<file path="config.mk">
export PLATFORM = sky130hd
export DESIGN_NAME = cbfc_top
export DESIGN_NICKNAME = d
export VERILOG_FILES = /design/src/rtl/cbfc_pkg.sv /design/src/rtl/cbfc_ring.sv /design/src/rtl/cbfc_slot_addr.sv /design/src/rtl/cbfc_top.sv
export SDC_FILE = /design/constraint.sdc
export NUM_CORES = 1
export LEC_CHECK = 0
export BUFFER_PORTS_ARGS = -buffer_cell sky130_fd_sc_hd__buf_2
export CORE_MARGIN = 5
export CORE_UTILIZATION = 47
export DETAILED_ROUTE_END_ITERATION = 8
export PLACE_DENSITY = 0.89
export SLEW_MARGIN = 10
export SYNTH_ARGS = -nofsm -noshare
export SYNTH_HDL_FRONTEND = slang
export SYNTH_SLANG_ARGS = --single-unit
</file>
<file path="constraint.sdc">
create_clock -name clk -period 4.72 [get_ports clk]
set_clock_uncertainty 0.15 [all_clocks]
set_input_delay 0.708 -clock clk [delete_from_list [all_inputs] [get_ports clk]]
set_output_delay 0.708 -clock clk [all_outputs]
set_load 0.05 [all_outputs]
</file>
<file path="src/rtl/cbfc_pkg.sv">
package cbfc_pkg;
  // Smallest slot is 4 KB; page-size code adds to this exponent.
  localparam int unsigned SLOT_BYTES_LOG2_MIN = 12;
  localparam int unsigned SHIFT_W = 5;

  typedef enum logic [1:0] {
    PAGE_4K  = 2'd0,
    PAGE_8K  = 2'd1,
    PAGE_16K = 2'd2,
    PAGE_32K = 2'd3
  } page_sel_e;
endpackage

</file>
<file path="src/rtl/cbfc_ring.sv">
// One direction of pointer/limit flow control.
// PRODUCER=1: host fills slots, firmware releases them (write side).
// PRODUCER=0: firmware fills slots, host drains them (read side).
module cbfc_ring #(
  parameter int unsigned PW       = 3,
  parameter bit          PRODUCER = 1'b1
) (
  input  logic          clk,
  input  logic          rst_n,
  input  logic          host_req,
  input  logic          lim_we,
  input  logic [PW-1:0] lim_val,
  output logic          host_go,
  output logic [PW-1:0] ptr,
  output logic [PW-1:0] lim,
  output logic          lim_err
);
  logic [PW-1:0] ptr_q, lim_q;
  logic [PW-1:0] ptr_inc;
  logic [PW-1:0] dist_new, dist_ref;
  logic          accept, fire, err_q;

  assign ptr_inc = ptr_q + {{(PW-1){1'b0}}, 1'b1};

  generate
    if (PRODUCER) begin : g_prod
      // Free space ends one slot before the limit.
      assign host_go  = (ptr_inc != lim_q);
      // Limit may only advance through slots already filled.
      assign dist_new = lim_val - lim_q;
      assign dist_ref = ptr_q - lim_q;
      assign accept   = (dist_new <= dist_ref);
    end else begin : g_cons
      assign host_go  = (ptr_q != lim_q);
      // Limit may not retract toward the pointer.
      assign dist_new = lim_val - ptr_q;
      assign dist_ref = lim_q - ptr_q;
      assign accept   = (dist_new >= dist_ref);
    end
  endgenerate

  assign fire = host_go & host_req;

  always_ff @(posedge clk) begin
    if (!rst_n) begin
      ptr_q <= '0;
      lim_q <= '0;
      err_q <= 1'b0;
    end else begin
      if (fire) ptr_q <= ptr_inc;
      if (lim_we && accept) lim_q <= lim_val;
      err_q <= lim_we & ~accept;
    end
  end

  assign ptr     = ptr_q;
  assign lim     = lim_q;
  assign lim_err = err_q;
endmodule

</file>
<file path="src/rtl/cbfc_slot_addr.sv">
// Slot index to DRAM byte address.
module cbfc_slot_addr
  import cbfc_pkg::*;
#(
  parameter int unsigned PW = 3,
  parameter int unsigned AW = 32
) (
  input  logic [AW-1:0] base,
  input  logic [1:0]    page_sel,
  input  logic [PW-1:0] idx,
  output logic [AW-1:0] addr
);
  logic [SHIFT_W-1:0] sh;
  logic [AW-1:0]      idx_w;

  assign sh    = SHIFT_W'(SLOT_BYTES_LOG2_MIN) + {{(SHIFT_W-2){1'b0}}, page_sel};
  assign idx_w = {{(AW-PW){1'b0}}, idx};
  assign addr  = base + (idx_w << sh);
endmodule

</file>
<file path="src/rtl/cbfc_top.sv">
// Circular buffer flow controller, both directions.
// SLOT_LOG2 in 1..6 gives 2..64 slots per ring.
module cbfc_top #(
  parameter int unsigned SLOT_LOG2 = 3,
  parameter int unsigned AW        = 32
) (
  input  logic                 clk,
  input  logic                 rst_n,
  input  logic [1:0]           cfg_page_sel,
  input  logic [AW-1:0]        cfg_wr_base,
  input  logic [AW-1:0]        cfg_rd_base,
  input  logic                 wr_put_valid,
  output logic                 wr_put_ready,
  output logic [AW-1:0]        wr_slot_addr,
  output logic                 rd_get_valid,
  input  logic                 rd_get_ready,
  output logic [AW-1:0]        rd_slot_addr,
  input  logic                 fw_wr_lim_we,
  input  logic [SLOT_LOG2-1:0] fw_wr_lim_val,
  input  logic                 fw_rd_lim_we,
  input  logic [SLOT_LOG2-1:0] fw_rd_lim_val,
  output logic [SLOT_LOG2-1:0] wr_ptr_q,
  output logic [SLOT_LOG2-1:0] wr_lim_q,
  output logic [SLOT_LOG2-1:0] rd_ptr_q,
  output logic [SLOT_LOG2-1:0] rd_lim_q,
  output logic                 wr_lim_err,
  output logic                 rd_lim_err
);
  cbfc_ring #(.PW(SLOT_LOG2), .PRODUCER(1'b1)) u_wr_ring (
    .clk     (clk),
    .rst_n   (rst_n),
    .host_req(wr_put_valid),
    .lim_we  (fw_wr_lim_we),
    .lim_val (fw_wr_lim_val),
    .host_go (wr_put_ready),
    .ptr     (wr_ptr_q),
    .lim     (wr_lim_q),
    .lim_err (wr_lim_err)
  );

  cbfc_ring #(.PW(SLOT_LOG2), .PRODUCER(1'b0)) u_rd_ring (
    .clk     (clk),
    .rst_n   (rst_n),
    .host_req(rd_get_ready),
    .lim_we  (fw_rd_lim_we),
    .lim_val (fw_rd_lim_val),
    .host_go (rd_get_valid),
    .ptr     (rd_ptr_q),
    .lim     (rd_lim_q),
    .lim_err (rd_lim_err)
  );

  cbfc_slot_addr #(.PW(SLOT_LOG2), .AW(AW)) u_wr_addr (
    .base    (cfg_wr_base),
    .page_sel(cfg_page_sel),
    .idx     (wr_ptr_q),
    .addr    (wr_slot_addr)
  );

  cbfc_slot_addr #(.PW(SLOT_LOG2), .AW(AW)) u_rd_addr (
    .base    (cfg_rd_base),
    .page_sel(cfg_page_sel),
    .idx     (rd_ptr_q),
    .addr    (rd_slot_addr)
  );
endmodule

</file>
# Word-level counts from Yosys, hierarchy flattened
# Index checks and enable logic that the tools add are counted.
[word_totals] mem_count=0 input_bits=78 ff_bits=14 elab_cells=29 latch_bits=0 rom_bits=0 output_inout_bits=80 ram_bits=0
[classes] order_cmp=2 n_eq_ne=2 div=0 n_bitwise=6 n_mux=0 mul=0 add_sub_neg=9 n_shift=2 n_reduce_logical=2
[ops] cell="32-bit adder" n=2
[ops] cell="3-bit by 5-bit << shifter with 32-bit output" n=2
[ops] cell="3-bit subtractor" n=4
[ops] cell="3-bit by 1-bit adder with 3-bit output (second input constant)" n=2
[ops] cell="3-bit != test" n=2
[ops] cell="4-bit by 2-bit adder with 5-bit output (first input constant)" n=1
[ops] cell="1-bit AND" n=4
[ops] cell="3-bit >= comparator" n=1
[ops] cell="3-bit less-or-equal comparator" n=1
[ops] cell="1-bit logical AND" n=2
[ops] cell="1-bit inverter" n=2

# Logic depth before layout (Yosys ltp)
# Gate-level depths: netlist of run 1.
[depth] word_depth=4 mapped_depth=11 mapped_depth_nobuf=10

# By module
# Synthesis of run 1 repeated with hierarchy kept, for this count alone.
[unflattened] hier_cells=277 hier_area_um2=2328.5
[modules_own_cells] mod="cbfc_slot_addr" cells_per_inst=83 instances=2 seq_area_each_um2=0.0 area_per_inst_um2=638.1
[modules_own_cells] mod="cbfc_ring at u_wr_ring" cells_per_inst=56 instances=1 seq_area_each_um2=140.1 area_per_inst_um2=549.3
[modules_own_cells] mod="cbfc_ring at u_rd_ring" cells_per_inst=55 instances=1 seq_area_each_um2=140.1 area_per_inst_um2=503.0

# Least setup slack after synthesis of run 1
# Ideal clock, no wire load.
[synth_path] path_type="input to output" start="input port cfg_page_sel[0]" end="output port rd_slot_addr[24]" setup_slack_ns=0.597 t_arrival_ns=3.265 n_path_buf=1 t_required_ns=3.862 path_stages=9 cell_sequence="clkbuf_1 mux2i_1 or2_2 fa_1 nor2b_1 o21a_1 o21ai_0 a21oi_1 xor2_1"
[synth_between] elab_chain_len=3
[synth_lines] item="start: declaration" line="cbfc_top.sv:9" rtl="input logic [1:0] cfg_page_sel,"
[synth_lines] item="4-bit by 2-bit adder with 5-bit output" line="cbfc_slot_addr.sv:16" rtl="assign sh = SHIFT_W'(SLOT_BYTES_LOG2_MIN) + {{(SHIFT_W-2){1'b0}}, page_sel};"
[synth_lines] item="3-bit by 5-bit << shifter with 32-bit output" line="cbfc_slot_addr.sv:18" rtl="assign addr = base + (idx_w << sh);"
[synth_lines] item="32-bit adder" line="cbfc_slot_addr.sv:18"
[synth_lines] item="end: declaration" line="cbfc_top.sv:17" rtl="output logic [AW-1:0] rd_slot_addr,"
# No other way between the ends.

# Worst setup path after layout of run 1
[layout_path] start="input port cfg_page_sel[0]" end="output port rd_slot_addr[25]"
# The elaborated chain is that of the path after synthesis.

==> out/qor.txt, run 1 <==
Post-synth top area share - 12.4%
Final min period - 3910 ps
Worst relative slew slack - 64.0%
IO Port Bufs - 109
Synth Net Count - 426
Multi-input logic area - 1830 µm²
Post-synthesis sequential area ratio - 11.6%
R2R Setup Slk - 2060 ps
Worst skew pair latency - 250 ps
Worst VDD drop - 0.374 mV
Post-synthesis cell count - 318
Worst Hold Class - register to register
WHS Endpoint - u_wr_ring.lim[0]$_SDFFE_PN0P_
Global-route usage over all layers - 18.0%
Most common cell on crit path - buf_2
Max-cap violations - 0
CP Data Required Time - 3860 ps
Logic pwr share - 71.6%
Antenna Cells - 0
Fin util - 57.4%
Critical path's slowest cell - a311o_1
Synth Register Bits - 14
Largest net degree at the start of global routing - 16
Fmax - 0.256 GHz
Setup TNS - 0 ps
CP arrival - 3050 ps
Switching power total - 0.597 mW
Worst reg-to-reg path cell count - 8
Startpoint types - input pin
Area grow syn2layout - 19.6%
Avg Vias per Cell - 5.30
Crit. End Element - output port
R2R Path End - u_wr_ring.lim[1]$_SDFFE_PN0P_
Post-CTS setup buffers - 0
Synth unique cells - 45
Htree depth - 1
Post-CTS Hold Buffers - 0
Chip width - 81.7 µm
Most common cell after layout, fill and taps aside - buf_2
Post-synth EDFFs - 0
DP Wirelength - 5410 µm
Commonest non-fill, non-tap cells in the layout - 109 x buf_2, 28 x nand2_1, 24 x ha_1
Worst min-delay path startpoint - u_wr_ring.lim[0]$_SDFFE_PN0P_
Reg area - 280 µm²
Nets@finish - 508
LEAKAGE - 1.44 nW
Grt ovf - 0
Share of cells above drive strength 1 - 30.3%
Routed vias - 2485
Io pins - 158
Worst-path clk slew - 60 ps
GPL Wtd Cong - 0.830
DRC violations left - 0
Antenna violations before repair - 0
Vias in the first global route - 2322
Hold_ws - 356 ps
CTS Buf Count - 3
Measured slew at the worst slew-check pin - 539 ps
Drt pass-1 iters - 4
Outcome - completed
Clock share of power - 11.3%
Post-synth top area cell - ha_1
Initial core utilization - 48.0%
Post-cts resize count - 0
Initial drt markers - 110
Cells on Worst Hold Path - 2
FP Rows - 26
# fillers - 456
Final Hold Vio Count - 0
Clk root buf - clkbuf_8
Routed Antenna Nets - 0
Avg WL per Cell - 13.6 µm
First-pass GRT wire length - 9790 µm
CP Cell Sequence - buf_2 > mux2i_1 > or2_2 > inv_1 > ha_1 > a21o_1 > a21o_2 > a311o_1 > nand4_1 > xnor2_1 > buf_2
Largest stage delay on the critical path - 460 ps
Crit-path max FO - 10
Pwr/cell area - 366 nW/µm²
CTS tree - yes
Yosys warnings - 0
Final period util - 82.9%
Syn Area/Cell - 7.61 µm²
Syn Std Cell Area - 2420 µm²
Top cells by area, synth - ha_1 12%, dfxtp_1 12%, xnor2_1 8.3%
Int Power - 0.463 mW
Sequential Power Share - 17.2%
Core outline area - 5040 µm²
Die height - 81.7 µm
Sw Share - 56.3%
Post-synth top flop - dfxtp_1
Final WL - 6370 µm
RSZ-0062 raised after global routing - false
Crit path kind - input pin to output port
CTS max path bufs - 2
CTS sink count - 14
Slew Limit Fails - 0
Final setup violation count - 0
FF-to-FF Start - u_wr_ring.ptr[0]$_SDFFE_PN0P_
Post-synth ARST share - 0%
Die area - 6680 µm²
metrics by stage:
| stage | std cells | setup slack (ps) | power (mW) | area (µm²) |
|---|---|---|---|---|
| detailed placement | 465 | 804 | 0.941 | 2840 |
| global placement | 465 | 867 | 0.922 | 2840 |
| global route | 469 | 597 | 1.14 | 2890 |
| finish | 469 | 808 | 1.06 | 2890 |
| floorplan | 318 | 597 | 0.822 | 2420 |
| CTS | 469 | 806 | 1.07 | 2890 |
power by group through the flow:
stage          sequential, mW  clock, mW  combinational, mW
6_report                0.182      0.119              0.759
3_3_place_gp            0.182          0              0.740
4_1_cts                 0.182      0.122              0.764
3_5_place_dp            0.183          0              0.757
5_1_grt                 0.187      0.126              0.829
2_1_floorplan           0.263          0              0.560
worst max-delay path: cells and delay by family:
family	cells	cell delay, ps
AND/OR/NAND/NOR	2	480
multiplexers	1	120
adder cells (fa/ha/maj)	1	210
XOR/XNOR	1	120
AO/OA/AOI/OAI	3	860
buffers and inverters	3	540
how the worst max path moves through the flow:
stage	start	endpoint	slack, ps	cells past startpoint
after global placement	cfg_page_sel[0]	rd_slot_addr[19]	870	11
after floorplan	cfg_page_sel[0]	rd_slot_addr[24]	600	9
after global routing	cfg_page_sel[1]	rd_slot_addr[30]	600	12
final	cfg_page_sel[0]	rd_slot_addr[25]	810	11
after detailed placement	cfg_page_sel[0]	rd_slot_addr[19]	800	11
after CTS	cfg_page_sel[0]	rd_slot_addr[19]	810	11
logic make-up after synthesis:
family / after synthesis / synth area share [%]
compound gates: 65 / 16.8
flops: 14 / 11.6
simple gates: 103 / 22.5
xor+xnor: 42 / 15.8
fa+ha+maj: 30 / 17.4
mux: 8 / 3.36
buf+inv: 56 / 12.6
synth_stat cells, types with 3 or more instances:
| master | n |
|---|---|
| buf_4 | 24 |
| nand3_1 | 18 |
| a21o_1 | 7 |
| ha_1 | 24 |
| o21a_1 | 3 |
| nand2b_1 | 3 |
| nand4_1 | 5 |
| dfxtp_1 | 14 |
| nor2b_1 | 3 |
| fa_1 | 6 |
| xnor2_1 | 23 |
| a21oi_1 | 22 |
| mux2i_1 | 7 |
| nor3_1 | 5 |
| clkbuf_1 | 5 |
| and3_1 | 10 |
| and4_1 | 3 |
| inv_1 | 23 |
| o21ai_0 | 17 |
| xor2_1 | 18 |
| nor2_1 | 12 |
| nand2_1 | 28 |
| nor3b_1 | 8 |
layout make-up:
cell class                      count  share of cell area (%)
Clock buffer                        4                    1.90
Tap cell                           70                    3.03
Inverter                           24                    3.11
Timing Repair Buffer              109                    18.9
Sequential cell                    14                    9.69
Multi-Input combinational cell    248                    63.4
state kept, by name, summed over array words and instances (netlist names):
name               cells
u_rd_ring.ptr          3
u_rd_ring.lim          3
u_wr_ring.lim_err      1
u_rd_ring.lim_err      1
u_wr_ring.ptr          3
u_wr_ring.lim          3
metal layers:
| metal | share of wire, % | wire length [µm] | up-vias | global-route usage (%) |
|---|---|---|---|---|
| met2 | 51 | 3250 | 88 | 35.4 |
| met3 | 8.1 | 519 | 4 | 2.74 |
| met1 | 40 | 2580 | 1142 | 20.2 |
| li1 | - | - | 1251 | - |
| met5 | 0 | 0 | - | 0 |
| met4 | 0.49 | 31 | 0 | 3.16 |
Power figures use the tool's default switching activity.
==> run 2: changes to the inputs <==
--- a/config.mk
+++ b/config.mk
@@ -5,11 +5,12 @@
 export SDC_FILE = /design/constraint.sdc
 export NUM_CORES = 1
 export LEC_CHECK = 0
+export ABC_AREA = 1
 export BUFFER_PORTS_ARGS = -buffer_cell sky130_fd_sc_hd__buf_2
 export CORE_MARGIN = 5
-export CORE_UTILIZATION = 47
+export CORE_UTILIZATION = 46
 export DETAILED_ROUTE_END_ITERATION = 8
-export PLACE_DENSITY = 0.89
+export PLACE_DENSITY = 0.84
 export SLEW_MARGIN = 10
 export SYNTH_ARGS = -nofsm -noshare
 export SYNTH_HDL_FRONTEND = slang
==> constraint.sdc (replaced) <==
create_clock -name clk -period 3.65 [get_ports clk]
set_clock_uncertainty 0.15 [all_clocks]
set_input_delay 0.5475 -clock clk [delete_from_list [all_inputs] [get_ports clk]]
set_output_delay 0.5475 -clock clk [all_outputs]
set_load 0.05 [all_outputs]
==> run 2 against run 1 <==
  * Cell area up 15%
  * Clock power up 8%
  * Register-to-register slack worse by 1000 ps
  * Final cell count up 37%
  * Global-route usage up 1.2 points
  * Sequential cell count unchanged
  * Non-clock buffer count up 1
  * First-iteration DRC count down 6.4%
  * Critical path type is now register to output port
  * Critical endpoint is now rd_slot_addr[18]
  * Highest routed layer unchanged
==> out/qor.txt, run 2 <==
FP Rows - 28 (was 26)
DRC violations left - 0 (unchanged)
Top Usage Layer GRT - met2 (unchanged)
Synth Area in Compound Gates - 7.28% (was 16.8%)
Post-synth ARST share - 0% (unchanged)
Measured slew at the worst slew-check pin - 385 ps (was 539 ps)
CP Cell Sequence - inv_1 > nor3_1 > ha_1 > inv_1 > fa_1 > o21ai_2 > nand2_1 > nand2_2 > xor2_1 > buf_2 (was buf_2 > mux2i_1 > or2_2 > inv_1 > ha_1 > a21o_1 > a21o_2 > a311o_1 > nand4_1 > xnor2_1 > buf_2)
Commonest non-fill, non-tap cells in the layout - 147 x nand2_1, 109 x buf_2, 72 x inv_1 (was 109 x buf_2, 28 x nand2_1, 24 x ha_1)
Post-synthesis xor/xnor area fraction - 8.34% (was 15.8%)
Top-count cell post-synth - nand2_1 (unchanged)
CTS sink count - 14 (unchanged)
Worst path buffer plus inverter count - 3 (unchanged)
Delay-heaviest family, CP - adder cells (was compound AO/OA/AOI/OAI gates)
Htree depth - 1 (unchanged)
Final period util - 91.0%
Worst reg-to-reg path cell count - 12 (was 8)
Crit path kind - register to output port (was input pin to output port)
Die height - 88.3 µm (was 81.7 µm)
Mux cell area share after synthesis - 0% (was 3.36%)
Sw Share - 61.4% (was 56.3%)
Outcome - completed (unchanged)
First-pass GRT wire length - 12200 µm (was 9790 µm)
Vias in the first global route - 2885 (was 2322)
Die area - 7800 µm² (was 6680 µm²)
Pwr/cell area - 553 nW/µm² (was 366 nW/µm²)
Top cells by area, synth - nand2_1 20%, ha_1 11%, dfxtp_1 9.9% (was ha_1 12%, dfxtp_1 12%, xnor2_1 8.3%)
Post-synth top flop - dfxtp_1 (unchanged)
Cells on Worst Hold Path - 2 (unchanged)
# fillers - 597 (was 456)
WHS Endpoint - u_rd_ring.lim[0]$_SDFFE_PN0P_ (was u_wr_ring.lim[0]$_SDFFE_PN0P_)
Global-route usage over all layers - 19.2% (was 18.0%)
Yosys warnings - 0 (unchanged)
Critical path's slowest cell - dfxtp_1 (was a311o_1)
Syn Std Cell Area - 2820 µm² (was 2420 µm²)
Crit. End Element - output port (unchanged)
Worst VDD drop - 0.588 mV (was 0.374 mV)
Post-synth top area cell - nand2_1 (was ha_1)
Synth unique cells - 31 (was 45)
FF-to-FF Start - u_rd_ring.ptr[0]$_SDFFE_PN0P_ (was u_wr_ring.ptr[0]$_SDFFE_PN0P_)
Clk root buf - clkbuf_8 (unchanged)
Max-cap violations - 0 (unchanged)
Post-CTS setup buffers - 0 (unchanged)
Largest family of logic cells by synthesized area - simple AND/OR/NAND/NOR gates (unchanged)
R2R Path End - u_rd_ring.lim[2]$_SDFFE_PN0P_ (was u_wr_ring.lim[1]$_SDFFE_PN0P_)
M3 GR Usage - 2.98% (was 2.74%)
Post-synth top area share - 19.6% (was 12.4%)
Most common cell after layout, fill and taps aside - nand2_1 (was buf_2)
CTS tree - yes (unchanged)
GPL Wtd Cong - 0.889 (was 0.830)
Sequential Power Share - 14.4% (was 17.2%)
Chip width - 88.3 µm (was 81.7 µm)
Worst relative slew slack - 74.3% (was 64.0%)
Post-synthesis simple-gate area fraction - 42.5% (was 22.5%)
Io pins - 158 (unchanged)
Core outline area - 5960 µm² (was 5040 µm²)
M1 GR Usage - 23.4% (was 20.2%)
Post-synth EDFFs - 0 (unchanged)
Int Power - 0.708 mW (was 0.463 mW)
Post-synthesis cell count - 483 (was 318)
Largest stage delay on the critical path - 450 ps (was 460 ps)
CTS Buf Count - 3 (unchanged)
Setup TNS - 0 ps (unchanged)
Initial drt markers - 103 (was 110)
LEAKAGE - 1.95 nW (was 1.44 nW)
Synth Net Count - 591 (was 426)
Area grow syn2layout - 17.5% (was 19.6%)
Worst min-delay path startpoint - u_rd_ring.lim[0]$_SDFFE_PN0P_ (was u_wr_ring.lim[0]$_SDFFE_PN0P_)
Routing usage on met2 - 34.4% (was 35.4%)
Most common cell on crit path - inv_1 (was buf_2)
Startpoint types - register (was input pin)
Logic pwr share - 78.6% (was 71.6%)
Syn Area/Cell - 5.84 µm² (was 7.61 µm²)
Post-synthesis sequential area ratio - 9.94% (was 11.6%)
Avg Vias per Cell - 4.93 (was 5.30)
Final setup violation count - 0 (unchanged)
Share of cells above drive strength 1 - 22.9% (was 30.3%)
Clock share of power - 7.0% (was 11.3%)
Synth Register Bits - 14 (unchanged)
Antenna Cells - 0 (unchanged)
Antenna violations before repair - 0 (unchanged)
Avg WL per Cell - 11.7 µm (was 13.6 µm)
Post-CTS Hold Buffers - 0 (unchanged)
Worst Hold Class - register to register (unchanged)
Largest net degree at the start of global routing - 15 (was 16)
Switching power total - 1.12 mW (was 0.597 mW)
R2R Setup Slk - 1060 ps (was 2060 ps)
Crit-path max FO - 9 (was 10)
Post-synthesis adder-cell area fraction - 14.9% (was 17.4%)
Slew Limit Fails - 0 (unchanged)
Final Hold Vio Count - 0 (unchanged)
CP arrival - 2620 ps (was 3050 ps)
Worst-path clk slew - 60 ps (about the same)
Post-cts resize count - 0 (unchanged)
CTS max path bufs - 2 (unchanged)
Worst skew pair latency - 250 ps (about the same)
Routed Antenna Nets - 0 (unchanged)
Hold_ws - 351 ps (was 356 ps)
Final WL - 7540 µm (was 6370 µm)
Fmax - 0.301 GHz
Grt ovf - 0 (unchanged)
CP Data Required Time - 2950 ps (was 3860 ps)
Drt pass-1 iters - 4 (unchanged)
Final min period - 3320 ps
RSZ-0062 raised after global routing - false (unchanged)
IO Port Bufs - 109 (unchanged)
Initial core utilization - 47.4% (was 48.0%)
Routed vias - 3172 (was 2485)
DP Wirelength - 6580 µm (was 5410 µm)
Synth cell count leaders - 147 x nand2_1, 72 x inv_1, 47 x nor2_1 (was 28 x nand2_1, 24 x buf_4, 24 x ha_1)
Nets@finish - 678 (was 508)
## run 2: changes by cell type in the layout (fill, tap and decap cells not counted), sizes merged, moves of 7 or more
cell   change
nor2      +35
xnor2     -13
inv       +51
nor3b      -8
nand4      +8
nand2    +123
and3      -10
a21oi      -7
a21o       -8
mux2i      -7
nand3     +25
## run 2: final cells by class
| class | instances | area, µm² | area share, % |
|---|---|---|---|
| clock buffers | 3 | 41.3 | 1.25 |
| flip-flops and latches | 14 | 280 | 8.46 |
| repair buffers | 110 | 553 | 16.7 |
| multi-input cells | 367 | 2070 | 62.4 |
| well taps | 75 | 93.8 | 2.83 |
| inverters | 74 | 278 | 8.38 |
## run 2: through the flow
step,power [mW],instances,setup WS (ps),instance area [µm²],utilization (%)
after detailed placement,1.71,640,352,3270,55.0
after CTS,1.85,643,326,3310,55.7
after global placement,1.67,640,427,3270,55.0
after floorplan,1.45,483,111,2830,-
after global routing,2.00,643,58.7,3310,55.7
final,1.83,643,329,3310,55.7
## run 2: power by group through the flow
stage                     logic (mW)  registers, mW  clock network [mW]
final                           1.44          0.264               0.128
after detailed placement        1.45          0.268                   0
after floorplan                 1.03          0.421                   0
after global placement          1.41          0.267                   0
after CTS                       1.45          0.265               0.132
after global routing            1.59          0.274               0.143
## run 2: worst max-delay path by stage
| stage | start | to | slack [ps] | cells past startpoint |
|---|---|---|---|---|
| after detailed placement | cfg_page_sel[0] | wr_slot_addr[24] | 350 | 13 |
| after CTS | u_rd_ring.ptr[0]$_SDFFE_PN0P_ | rd_slot_addr[24] | 330 | 11 |
| after global placement | cfg_page_sel[0] | wr_slot_addr[24] | 430 | 13 |
| final | u_rd_ring.ptr[0]$_SDFFE_PN0P_ | rd_slot_addr[18] | 330 | 10 |
| after floorplan | u_wr_ring.ptr[0]$_SDFFE_PN0P_ | wr_slot_addr[18] | 110 | 10 |
| after global routing | u_rd_ring.ptr[0]$_SDFFE_PN0P_ | rd_slot_addr[24] | 60 | 12 |
## run 2: layer usage
| metal | vias to the layer above | share of wire, % | wire length [µm] |
|---|---|---|---|
| li1 | 1672 | - | - |
| met1 | 1384 | 42 | 3180 |
| met2 | 97 | 48 | 3640 |
| met3 | 19 | 7.8 | 587 |
| met4 | 0 | 1.8 | 138 |
| met5 | - | 0 | 0 |
## run 2: logic make-up after synthesis
group	after synthesis
compound gates	38
flops	14
simple gates	273
buf+inv	102
fa+ha+maj	30
xor+xnor	26
## run 2: worst min-delay path, stage by stage, from the launching register on
cell and delay [ps]:
dfxtp_1 320, nor2_1 100, nor2_1 40
==> run 3: changes to the inputs <==
--- a/config.mk
+++ b/config.mk
@@ -7,6 +7,7 @@
 export LEC_CHECK = 0
 export ABC_AREA = 1
 export BUFFER_PORTS_ARGS = -buffer_cell sky130_fd_sc_hd__buf_2
+export CORE_ASPECT_RATIO = 2
 export CORE_MARGIN = 5
 export CORE_UTILIZATION = 46
 export DETAILED_ROUTE_END_ITERATION = 8
==> run 3 against run 2 <==
  * Final cell count decreased by 1.6%
  * Clock power grew 80%
  * Count of clock-buffer cells in the layout is 1 higher
  * Via count grew 2.9%
  * Maximum frequency is 2.2% lower
  * Utilization up 0.20 points
  * Largest cell class unchanged
  * Worst setup slack lost 73 ps
  * Critical path type is now input pin to output port
==> out/qor.txt, run 3 (synthesis gave the netlist of run 2 again) <==
Crit path kind - input pin to output port (was register to output port)
Finished Cell Area - 3350 µm² (was 3310 µm²)
Final min period - 3390 ps (was 3320 ps)
LEAKAGE - 1.98 nW (was 1.95 nW)
Crit path to - wr_slot_addr[24] (was rd_slot_addr[18])
Crit. End Element - output port (unchanged)
# fillers - 586 (was 597)
GPL Wtd Cong - 0.921 (was 0.889)
Global-route usage over all layers - 19.2% (about the same)
CTS tree - yes (unchanged)
First-pass GRT wire length - 12600 µm (was 12200 µm)
Max-cap violations - 0 (unchanged)
Final WL - 7710 µm (was 7540 µm)
Post-CTS setup buffers - 0 (unchanged)
Area grow syn2layout - 18.9% (was 17.5%)
R2R Setup Slk - 1020 ps (was 1060 ps)
Pwr/cell area - 584 nW/µm² (was 553 nW/µm²)
Post-CTS Hold Buffers - 0 (unchanged)
Die height - 121 µm (was 88.3 µm)
Worst Hold Class - register to register (unchanged)
Worst skew pair latency - 240 ps (was 250 ps)
Nets@finish - 679 (was 678)
Placed cell count - 629 (was 640)
Initial drt markers - 137 (was 103)
DRC violations left - 0 (unchanged)
Initial core utilization - 47.0% (was 47.4%)
Post-cts resize count - 0 (unchanged)
Worst-path clk slew - 50 ps (was 60 ps)
Grt ovf - 0 (unchanged)
CP Data Required Time - 2950 ps (about the same)
Post-Route M1 WL - 2630 µm (was 3180 µm)
Chip width - 65.4 µm (was 88.3 µm)
Pwr Total - 1.96 mW (was 1.83 mW)
Vias in the first global route - 3147 (was 2885)
Post-Place Cell Area - 3270 µm² (about the same)
Die area - 7890 µm² (was 7800 µm²)
Measured slew at the worst slew-check pin - 320 ps (was 385 ps)
Antenna violations before repair - 0 (unchanged)
Final Hold Vio Count - 0 (unchanged)
CTS sink count - 14 (unchanged)
Worst relative slew slack - 78.5% (was 74.3%)
Avg WL per Cell - 12.2 µm (was 11.7 µm)
Final setup violation count - 0 (unchanged)
Cell Count, Final, Fillers Out - 633 (was 643)
CP arrival - 2700 ps (was 2620 ps)
Htree depth - 1 (unchanged)
Share of cells above drive strength 1 - 23.2% (was 22.9%)
R2R Path End - u_rd_ring.lim[2]$_SDFFE_PN0P_ (unchanged)
Setup TNS - 0 ps (unchanged)
Outcome - completed (unchanged)
RSZ-0062 raised after global routing - false (unchanged)
IO Port Bufs - 109 (unchanged)
Core outline area - 6010 µm² (was 5960 µm²)
Worst reg-to-reg path cell count - 12 (unchanged)
Routed Antenna Nets - 0 (unchanged)
Final period util - 93.0% (was 91.0%)
Startpoint types - input pin (was register)
Avg Vias per Cell - 5.16 (was 4.93)
Slew Limit Fails - 0 (unchanged)
Routed met2 length - 4270 µm (was 3640 µm)
Commonest non-fill, non-tap cells in the layout - 147 x nand2_1, 109 x buf_2, 72 x inv_1 (unchanged)
Most common cell after layout, fill and taps aside - nand2_1 (unchanged)
Largest net degree at the start of global routing - 15 (unchanged)
CTS max path bufs - 2 (unchanged)
Worst VDD drop - 0.544 mV (was 0.588 mV)
DP Wirelength - 6680 µm (was 6580 µm)
CTS Buf Count - 3 (unchanged)
Fmax - 0.295 GHz (was 0.301 GHz)
Routed length on met3 - 487 µm (was 587 µm)
FF-to-FF Start - u_rd_ring.ptr[0]$_SDFFE_PN0P_ (unchanged)
Crit-path max FO - 14 (was 9)
Critical path origin - cfg_page_sel[0] (was u_rd_ring.ptr[0]$_SDFFE_PN0P_)
Io pins - 158 (unchanged)
Antenna Cells - 0 (unchanged)
DR top layer - met4 (unchanged)
Clk root buf - clkbuf_16 (was clkbuf_8)
FP Rows - 40 (was 28)
Routed vias - 3265 (was 3172)
Drt pass-1 iters - 7 (was 4)
-- run 3: cell types whose count changed in the layout (fill, tap and decap cells not counted) --
cell and delta:
buf_4 +1, clkbuf_16 +3, clkbuf_8 -2
-- run 3: area by class of cell --
cell class                      count  area (µm²)  share of cell area [%]
Clock buffer                        4        88.8                    2.65
Inverter                           74         278                    8.28
Timing Repair Buffer              111         561                    16.7
Sequential cell                    14         280                    8.36
Multi-Input combinational cell    367        2070                    61.7
Tap cell                           63        78.8                    2.35
-- run 3: critical path: stages --
cell,delay (ps)
buf_2,170
nor3_1,220
ha_1,230
inv_1,60
fa_1,420
inv_1,100
nand3_1,80
nand3_1,140
nand2_1,80
nand2_2,130
nand2_1,100
xnor2_2,130
buf_2,280
-- run 3: metrics by stage --
stage | hold WS [ps] | setup WS (ps) | util [%]
5_1_grt | 394 | 94.1 | 55.9
2_1_floorplan | 517 | 111 | -
3_3_place_gp | 343 | 409 | 54.4
6_report | 365 | 256 | 55.9
4_1_cts | 367 | 256 | 55.9
3_5_place_dp | 359 | 263 | 54.4
-- run 3: power by group --
part	internal, mW	switching (mW)
Clock	0.166	0.0652
Sequential	0.204	0.0604
Combinational	0.437	1.03
Total	0.807	1.15
-- run 3: worst min-delay path by stage --
| stage | from | endpoint | cells past startpoint |
|---|---|---|---|
| 3_5_place_dp | u_rd_ring.lim[0]$_SDFFE_PN0P_ | u_rd_ring.lim[0]$_SDFFE_PN0P_ | 2 |
| 2_1_floorplan | fw_rd_lim_we | u_rd_ring.lim_err$_SDFF_PN0_ | 2 |
| 4_1_cts | u_rd_ring.lim[0]$_SDFFE_PN0P_ | u_rd_ring.lim[0]$_SDFFE_PN0P_ | 2 |
| 6_report | u_rd_ring.lim[0]$_SDFFE_PN0P_ | u_rd_ring.lim[0]$_SDFFE_PN0P_ | 2 |
| 5_1_grt | u_rd_ring.lim[0]$_SDFFE_PN0P_ | u_rd_ring.lim[0]$_SDFFE_PN0P_ | 2 |
| 3_3_place_gp | u_rd_ring.lim[0]$_SDFFE_PN0P_ | u_rd_ring.lim[0]$_SDFFE_PN0P_ | 2 |
-- run 3: routing by layer --
layer / global-route usage, % / vias up
li1: - / 1675
met1: 17.6 / 1429
met2: 38.0 / 121
met3: 3.07 / 40
met4: 10.1 / 0
met5: 0 / -
